<file path="src/rtl/ustep_pkg.sv">
package ustep_pkg;

    localparam int POS_W  = 7;
    localparam int MODE_W = 3;
    localparam int LG_W   = 3;

    typedef logic [POS_W-1:0]  pos_t;
    typedef logic [MODE_W-1:0] mode_t;
    typedef logic [LG_W-1:0]   lg_t;

    typedef enum logic [MODE_W-1:0] {
        MODE_DIV32       = 3'b000,
        MODE_DIV16       = 3'b001,
        MODE_DIV8        = 3'b010,
        MODE_QUARTER     = 3'b011,
        MODE_HALF_COMP   = 3'b100,
        MODE_HALF_UNCOMP = 3'b101,
        MODE_FULL        = 3'b110,
        MODE_FULL_ALT    = 3'b111
    } step_mode_e;

    // Step command handed from mode control to the position accumulator
    typedef struct packed {
        logic up;
        logic snap;
        lg_t  lg_new;
    } step_cmd_t;

    // log2 of the increment for each mode code
    function automatic lg_t mode_lg(step_mode_e m);
        lg_t r;
        case (m)
            MODE_DIV32:       r = 3'd0;
            MODE_DIV16:       r = 3'd1;
            MODE_DIV8:        r = 3'd2;
            MODE_QUARTER:     r = 3'd3;
            MODE_HALF_COMP,
            MODE_HALF_UNCOMP: r = 3'd4;
            default:          r = 3'd5;
        endcase
        return r;
    endfunction

    // Round to nearest multiple of 2**lg, ties upward, modulo 2**POS_W
    function automatic pos_t grid_round(pos_t p, lg_t lg);
        pos_t half;
        pos_t mask;
        if (lg == '0) return p;
        half = pos_t'(1) << (lg - lg_t'(1));
        mask = ~((pos_t'(1) << lg) - pos_t'(1));
        return (p + half) & mask;
    endfunction

endpackage

</file>
<file path="src/rtl/ustep_edge_sync.sv">
module ustep_edge_sync #(
    parameter int STAGES = 2
) (
    input  logic clk,
    input  logic rst,
    input  logic din,
    input  logic pol,
    output logic evt
);
    localparam int LAST = STAGES - 1;

    logic [STAGES-1:0] chain;
    logic              prev;

    always_ff @(posedge clk) begin
        if (rst) chain[0] <= 1'b0;
        else     chain[0] <= din;
    end

    genvar gi;
    generate
        for (gi = 1; gi < STAGES; gi++) begin : g_stage
            always_ff @(posedge clk) begin
                if (rst) chain[gi] <= 1'b0;
                else     chain[gi] <= chain[gi-1];
            end
        end
    endgenerate

    always_ff @(posedge clk) begin
        if (rst) prev <= 1'b0;
        else     prev <= chain[LAST];
    end

    assign evt = (chain[LAST] != prev) && (chain[LAST] == pol);

endmodule

</file>
<file path="src/rtl/ustep_mode_ctrl.sv">
module ustep_mode_ctrl
    import ustep_pkg::*;
(
    input  logic      clk,
    input  logic      rst,
    input  logic      evt,
    input  mode_t     mode_code,
    input  logic      dir_pin,
    input  logic      dir_ctrl,
    output step_cmd_t cmd
);
    lg_t act_lg;
    lg_t req_lg;

    assign req_lg     = mode_lg(step_mode_e'(mode_code));
    assign cmd.lg_new = req_lg;
    assign cmd.snap   = (req_lg < act_lg);
    assign cmd.up     = dir_pin ^ dir_ctrl;

    always_ff @(posedge clk) begin
        if (rst)      act_lg <= '0;
        else if (evt) act_lg <= req_lg;
    end

endmodule

</file>
<file path="src/rtl/ustep_pos_acc.sv">
module ustep_pos_acc
    import ustep_pkg::*;
(
    input  logic      clk,
    input  logic      rst,
    input  logic      evt,
    input  step_cmd_t cmd,
    output pos_t      pos,
    output logic      upd
);
    pos_t base;
    pos_t stride;
    pos_t nxt;

    assign base   = cmd.snap ? grid_round(pos, cmd.lg_new) : pos;
    assign stride = pos_t'(1) << cmd.lg_new;
    assign nxt    = cmd.up ? (base + stride) : (base - stride);

    always_ff @(posedge clk) begin
        if (rst) begin
            pos <= '0;
            upd <= 1'b0;
        end else begin
            upd <= evt;
            if (evt) pos <= nxt;
        end
    end

endmodule

</file>
<file path="src/rtl/ustep_position_seq.sv">
module ustep_position_seq
    import ustep_pkg::*;
#(
    parameter int SYNC_STAGES = 2
) (
    input  logic             clk,
    input  logic             rst,
    input  logic             step_req,
    input  logic             dir_pin,
    input  logic             dir_ctrl,
    input  logic             edge_pol,
    input  logic [MODE_W-1:0] mode_code,
    output logic [POS_W-1:0]  pos_idx,
    output logic             pos_upd
);
    logic      step_evt;
    step_cmd_t cmd;

    ustep_edge_sync #(.STAGES(SYNC_STAGES)) u_sync (
        .clk (clk),
        .rst (rst),
        .din (step_req),
        .pol (edge_pol),
        .evt (step_evt)
    );

    ustep_mode_ctrl u_mode (
        .clk       (clk),
        .rst       (rst),
        .evt       (step_evt),
        .mode_code (mode_code),
        .dir_pin   (dir_pin),
        .dir_ctrl  (dir_ctrl),
        .cmd       (cmd)
    );

    ustep_pos_acc u_acc (
        .clk (clk),
        .rst (rst),
        .evt (step_evt),
        .cmd (cmd),
        .pos (pos_idx),
        .upd (pos_upd)
    );

endmodule

</file>
<file path="config.mk">
export PLATFORM = sky130hd
export DESIGN_NAME = ustep_position_seq
export DESIGN_NICKNAME = d
export VERILOG_FILES = /design/src/rtl/ustep_pkg.sv /design/src/rtl/ustep_edge_sync.sv /design/src/rtl/ustep_mode_ctrl.sv /design/src/rtl/ustep_pos_acc.sv /design/src/rtl/ustep_position_seq.sv
export SDC_FILE = /design/constraint.sdc
export NUM_CORES = 1
export LEC_CHECK = 0
export BUFFER_PORTS_ARGS = -buffer_cell sky130_fd_sc_hd__buf_2
export CAP_MARGIN = 20
export CORE_UTILIZATION = 60
export DETAILED_ROUTE_END_ITERATION = 10
export GPL_TIMING_DRIVEN = 0
export PLACE_DENSITY = 0.91
export REMOVE_ABC_BUFFERS = 1
export SYNTH_ARGS = -nofsm -noshare
export SYNTH_HDL_FRONTEND = slang
export SYNTH_SLANG_ARGS = --single-unit
</file>
<file path="constraint.sdc">
create_clock -name clk -period 9.98 [get_ports clk]
set_input_delay 0.499 -clock clk [delete_from_list [all_inputs] [get_ports clk]]
set_output_delay 0.499 -clock clk [all_outputs]
set_load 0.03 [all_outputs]
</file>
==> results of run 1 <==
## power groups by stage
stage | logic [µW] | registers, µW | clock network (µW)
2_1_floorplan | 29.0 | 63.0 | 0
3_3_place_gp | 41.1 | 60.8 | 0
3_5_place_dp | 44.0 | 61.0 | 0
4_1_cts | 44.4 | 59.7 | 40.9
5_1_grt | 49.9 | 60.1 | 43.4
6_report | 45.0 | 59.7 | 40.4
## sequential cells by signal (all words and copies together), names as in the netlist
| register | cells |
|---|---|
| u_sync.chain | 2 |
| u_acc.upd | 1 |
| u_acc.pos | 7 |
| u_sync.prev | 1 |
| u_mode.act_lg | 3 |
## metal layers
layer  vias to the layer above  global-route usage (%)
li1                        644                       -
met1                       610                    34.9
met2                        52                    52.3
met3                         9                    2.78
met4                         0                    6.67
met5                         -                       0
## final timing paths
check	from	to	slack, ns	cells after the start
setup / recovery	mode_code[2]	u_acc.pos[6]	5.90	20
hold reg to reg	u_sync.chain[0]	u_sync.chain[1]	0.45	1
hold / removal	step_req	u_sync.chain[0]	0.43	2
setup reg to reg	u_mode.act_lg[1]	u_acc.pos[6]	6.27	13
## cells by family (layout without fill, tap and decap cells)
kind of cell | after synthesis | in the layout | synth area share, %
AO/OA/AOI/OAI | 46 | 46 | 21.1
multiplexers | 2 | 2 | 2.50
XOR/XNOR | 9 | 9 | 5.83
adder cells (fa/ha/maj) | 17 | 17 | 16.8
flip-flops | 14 | 14 | 20.7
buffers and inverters | 19 | 32 | 6.20
AND/OR/NAND/NOR | 71 | 71 | 26.8
## layout make-up
class,instances,area (µm²)
Tap cell,27,33.8
Fill cell,157,577
Multi-Input combinational cell,145,988
Inverter,11,41.3
Clock buffer,4,36.3
Sequential cell,14,280
Timing Repair Buffer,17,85.1
## cells in the mapped netlist, drive strengths merged, types with 3 or more instances
library cell,count
nor3,3
nand2,27
o21ai,11
xor2,3
a211oi,3
clkbuf,5
nor2,13
dfxtp,14
ha,15
o31ai,3
xnor2,6
o21a,4
inv,11
nor2b,8
nand3,3
a21oi,15
nand3b,4
nand2b,4
buf,3
## through the flow
step / hold slack [ns] / power, µW / utilization (%) / instance area (µm²) / setup slack (ns)
after floorplan: 0.414 / 92.0 / - / 1310 / 6.39
after global placement: 0.421 / 102 / 69.7 / 1420 / 5.83
after detailed placement: 0.434 / 105 / 70.0 / 1430 / 5.68
after CTS: 0.424 / 145 / 71.8 / 1470 / 5.97
after global routing: 0.421 / 153 / 71.8 / 1470 / 5.63
final: 0.425 / 145 / 71.8 / 1470 / 5.90
==> results.yml, run 1 <==
status:
  status: "completed"
route:
  vias_per_cell: 6.03
  ant_nets: 0
  vias: 1315
  top_layer_used: "met4"
  wl_met2_mm: 1.58
  dr.pass1.iters: 4
  wl_per_cell_um: 14.3
  wl_mm: 3.11
  routed-wl-met3_um: 207
  drtIter0Drc: 23
  drc_errors: 0
  wl_met1_mm: 1.28
run:
  maxCapViolations: 0
timing:
  maxSlewHeadroom_pct: 69.2
  drv_slew: 0
  fmax_ghz: 0.245
  fin_crit_ns: 4.08
  setup_viol: 0
  tightest_slew_ns: 0.457
  setup_tns_ns: 0
  finalCritPeriodShare_pct: 40.8
  hold_viol: 0
  rsz0062_at_grt: "no"
  clock_skew_ns: 0.00477
logic_synthesis:
  synthesis.area_mm2: 0.00135
  synth-seq-cells: 14
  yosysTopAreaCellShare_pct: 20.7
  ys_seq_area_share_pct: 20.7
  ys_async_sr_fraction_pct: 0
  synth_edf_count: 0
  yosysUniqueCellTypes: 41
  synthTopCellsByArea: "dfxtp_1 21%, ha_1 14%, nand2_1 7.5%, a21oi_1 5.6%, o21ai_0 4.1%"
  avgSynthCellArea_um2: 7.60
  syn_inst: 178
  yosysTopAreaCell: "dfxtp_1"
  synth_warnings: 0
  synth-main-ff-cell: "dfxtp_1"
cells_and_area:
  antenna_cells: 0
  final_common_cell: "nand2_1"
  area_delta_synth_final_pct: 8.33
  fin_cells: 218
  drive_gt1_share_pct: 13.6
  layout.cells.most_common_list: "27 x nand2_1, 17 x buf_2, 15 x a21oi_1, 15 x ha_1, 14 x dfxtp_1"
  finalNetCount: 218
floorplanning:
  die_x_um: 49.5
  design.die.area_mm2: 0.00245
  io_pins: 17
  fp.dieH_um: 49.5
  initial_core_util_pct: 66.2
  rows: 16
  core-area_mm2: 0.00204
power_and_ir_drop:
  switching_share_pct: 32.5
  power_density_mw_per_mm2: 99.1
  power_frac_clock_pct: 27.8
  pwr-share-comb_pct: 31.0
  seqPwrFrac_pct: 41.2
  p_leak_uw: 0.000615
  internal-power_uw: 97.9
  vdd_drop_max_mv: 0.0737
  power.switching_uw: 47.2
cts:
  htree_levels: 1
  tritoncts: "built"
  cts_setup_buffers: 0
  clk_latency_ns: 0.28
  ctsResizeCount: 0
  cts_root_buf: "clkbuf_4"
  cts_buffers: 3
  path_clk_slew_ns: 0.08
  ctsHoldBuffers: 0
  clock_path_buffers: 2
  clock_sinks: 14
critical_path:
  worst-setup-path-type: "in2reg"
  worstPathArrival_ns: 4.29
  cpPeakStageDelay_ns: 0.36
  crit_slowest_cell: "mux2_2"
  path_common_cell: "ha_1"
  critical_path_buf_inv_count: 3
  cp_max_fo: 12
  path_cells: "buf_2 -> inv_1 -> a21oi_1 -> ha_1 -> nand2b_1 -> inv_1 -> ha_1 -> nand3b_1 -> a21oi_1 -> o21ai_0 -> nand2b_1 -> xnor2_1 -> o31ai_1 -> ha_1 -> o21a_1 -> o31a_1 -> o31a_1 -> nor2_1 -> mux2_2 -> a31oi_1"
  crit_family: "compound AO/OA/AOI/OAI gates"
  required_ns: 10.20
  cp-end-kind: "register"
  cp-start-kind: "input pin"
global_route:
  grt_pass1_wl_mm: 5.40
  grt_max_degree: 17
  grt_usage_pct: 28.3
  grt-ovfl-total: 0
  grt_pass1_vias: 1265
  grt_antenna_before_repair: 0
placed_design:
  dp_cells: 214
  gp_congestion: 0.861
  dp_hpwl_mm: 2.41
  portBuffers: 16
hold_path:
  hp-class: "in2reg"
Power figures use the tool's default switching activity.
==> run 2: changes to the inputs <==
--- a/config.mk
+++ b/config.mk
@@ -7,10 +7,10 @@
 export LEC_CHECK = 0
 export BUFFER_PORTS_ARGS = -buffer_cell sky130_fd_sc_hd__buf_2
 export CAP_MARGIN = 20
-export CORE_UTILIZATION = 60
+export CORE_UTILIZATION = 52
 export DETAILED_ROUTE_END_ITERATION = 10
 export GPL_TIMING_DRIVEN = 0
-export PLACE_DENSITY = 0.91
+export PLACE_DENSITY = 0.85
 export REMOVE_ABC_BUFFERS = 1
 export SYNTH_ARGS = -nofsm -noshare
 export SYNTH_HDL_FRONTEND = slang
==> constraint.sdc (replaced) <==
create_clock -name clk -period 3.7 [get_ports clk]
set_input_delay 0.185 -clock clk [delete_from_list [all_inputs] [get_ports clk]]
set_output_delay 0.185 -clock clk [all_outputs]
set_load 0.03 [all_outputs]
==> run 2 against run 1 <==
  * Clock skew is 0.0029 ns lower
  * Via count increased by 0.99%
  * Highest routed layer unchanged
  * Register-to-register slack worse by 6.0 ns
  * Final cell count grew 1.8%
  * Largest cell class unchanged
  * Global-route usage decreased by 3.2 points
  * Non-clock buffer count rose by 1
==> results.yml, run 2 (synthesized netlist as in run 1, its figures left out) <==
route:
  drc_errors: 0
  ant_nets: 0
  wl_mm: 3.25
  vias_per_cell: 5.98
  drtIter0Drc: 30
  wl_per_cell_um: 14.6
  vias: 1328
  dr.pass1.iters: 4
cts:
  cts_root_buf: "clkbuf_4"
  clk_latency_ns: 0.29
  clock_path_buffers: 2
  path_clk_slew_ns: 0.09
  htree_levels: 1
  tritoncts: "built"
  cts_buffers: 3
  clock_sinks: 14
  ctsHoldBuffers: 0
global_route:
  grt_max_degree: 17
  met2_usage_pct: 47.3
  grt_busiest_layer: "met2"
  grt_pass1_wl_mm: 5.18
  grt_usage_pct: 25.1
  grt_pass1_vias: 1271
  grt-ovfl-total: 0
  gr-usage-met1_pct: 27.9
  grtUsageMet3_pct: 2.30
  grt_antenna_before_repair: 0
critical_path:
  cp-end-kind: "register"
  rr_endpoint: "u_acc.pos[6]"
  crit_path_start: "mode_code[2]"
  worstPathArrival_ns: 3.69
  rrSetupSlack_ns: 0.25
  worst-setup-path-type: "in2reg"
  cp_max_fo: 12
  cp-start-kind: "input pin"
  required_ns: 3.92
  r2r_start: "u_mode.act_lg[1]"
  ff2ff_path_depth: 13
cells_and_area:
  largest_registers: "u_acc.pos: 7 flops, u_mode.act_lg: 3 flops, u_sync.chain: 2 flops"
  final_common_cell: "nand2_1"
  ff_latch_area_um2: 280
  layout.cells.most_common_list: "27 x nand2_1, 15 x buf_2, 14 x a21oi_1, 14 x ha_1, 14 x dfxtp_1"
  drive_gt1_share_pct: 18.2
  fin_cells: 222
  antenna_cells: 0
  n_fill_cell: 236
  largest-register: "u_acc.pos"
  largest_reg_flops: 7
  finalNetCount: 219
  multiInputGateArea_mm2: 0.00103
  area_delta_synth_final_pct: 13.0
timing:
  setup_tns_ns: 0
  fin_ws_ns: 0.230
  hold_ws_ns: 0.0999
  hold_viol: 0
  maxSlewHeadroom_pct: 56.3
  setup_viol: 0
  drv_slew: 0
  finalCritPeriodShare_pct: 93.8
  clock_skew_ns: 0.00189
  fmax_ghz: 0.288
  tightest_slew_ns: 0.649
  fin_crit_ns: 3.47
hold_path:
  min_to: "u_sync.chain[0]"
  worstHoldPathCells: 2
  worstHoldStart: "step_req"
  hp-class: "in2reg"
floorplanning:
  core-area_mm2: 0.00248
  io_pins: 17
  initial_core_util_pct: 54.6
  design.die.area_mm2: 0.00281
  die_x_um: 53
  fp.dieH_um: 53
  rows: 18
status:
  status: "completed"
placed_design:
  gp_congestion: 0.842
  place_ws_ns: -0.312
  portBuffers: 16
  dp_hpwl_mm: 2.42
  dp_cells: 217
run:
  maxCapViolations: 0
power_and_ir_drop:
  vdd_drop_max_mv: 0.224
  p_leak_uw: 0.000634
  power_density_mw_per_mm2: 266
## run 2: changes by cell type in the layout (fill, tap and decap cells not counted), moves of 2 or more
cell / delta
o31ai_2: +2
buf_4: +2
nor2b_1: -2
o31ai_1: -2
buf_2: -2
nor2b_2: +2
## run 2: worst max path at each step
stage | depth (start not counted) | endpoint | slack, ns
after global placement | 20 | u_acc.pos[6] | -0.15
after floorplan | 19 | u_acc.pos[6] | 0.42
after CTS | 13 | u_acc.pos[6] | 0.03
after detailed placement | 20 | u_acc.pos[6] | -0.31
after global routing | 20 | u_acc.pos[6] | -0.006
final | 20 | u_acc.pos[6] | 0.23
## run 2: repair_timing
| action | 4_1_cts | 5_1_grt |
|---|---|---|
| endpoints found under the setup margin | 1 | 1 |
| pin swaps | 0 | 2 |
| setup buffers | 0 | 1 |
| hold endpoints to repair | 0 | 0 |
| resized for setup | 1 | 9 |
## run 2: worst max-delay path, stage by stage
cell and delay (ns):
buf_6 0.16, inv_1 0.09, a21oi_2 0.22, ha_4 0.25, nand2b_1 0.18, inv_1 0.08, ha_1 0.22, nand3b_1 0.08
a21oi_1 0.05, o211ai_1 0.21, a21boi_1 0.12, o21a_1 0.19, o31ai_2 0.23, ha_1 0.30, a21oi_1 0.17, o21ai_0 0.11
a21oi_1 0.19, nor2_1 0.09, o41a_1 0.40, a31oi_1 0.16
## run 2: power by group
| group | internal (µW) | leakage [µW] | switching [µW] | total, µW |
|---|---|---|---|---|
| sequential | 156 | 0.000114 | 5.10 | 161 |
| clock | 60.0 | 0.0000210 | 54.7 | 115 |
| combinational | 54.3 | 0.000499 | 76.1 | 130 |
## run 2: layout make-up
cell class / instances / share of cell area (%)
Inverter: 11 / 2.70
Sequential cell: 14 / 18.3
Multi-Input combinational cell: 145 / 67.5
Timing Repair Buffer: 18 / 6.63
Clock buffer: 4 / 2.37
Tap cell: 30 / 2.45
## run 2: through the flow
stage	area (µm²)	total power, µW	utilization [%]
4_1_cts	1470	398	59.5
3_3_place_gp	1430	275	57.6
3_5_place_dp	1440	283	57.9
5_1_grt	1530	429	61.7
2_1_floorplan	1310	248	-
6_report	1530	406	61.7
## run 2: routing by layer
metal	vias to the layer above	wire, µm	share of wire [%]
li1	645	-	-
met1	641	1310	40
met2	35	1760	54
met3	7	118	3.6
met4	0	61	1.9
met5	-	0	0
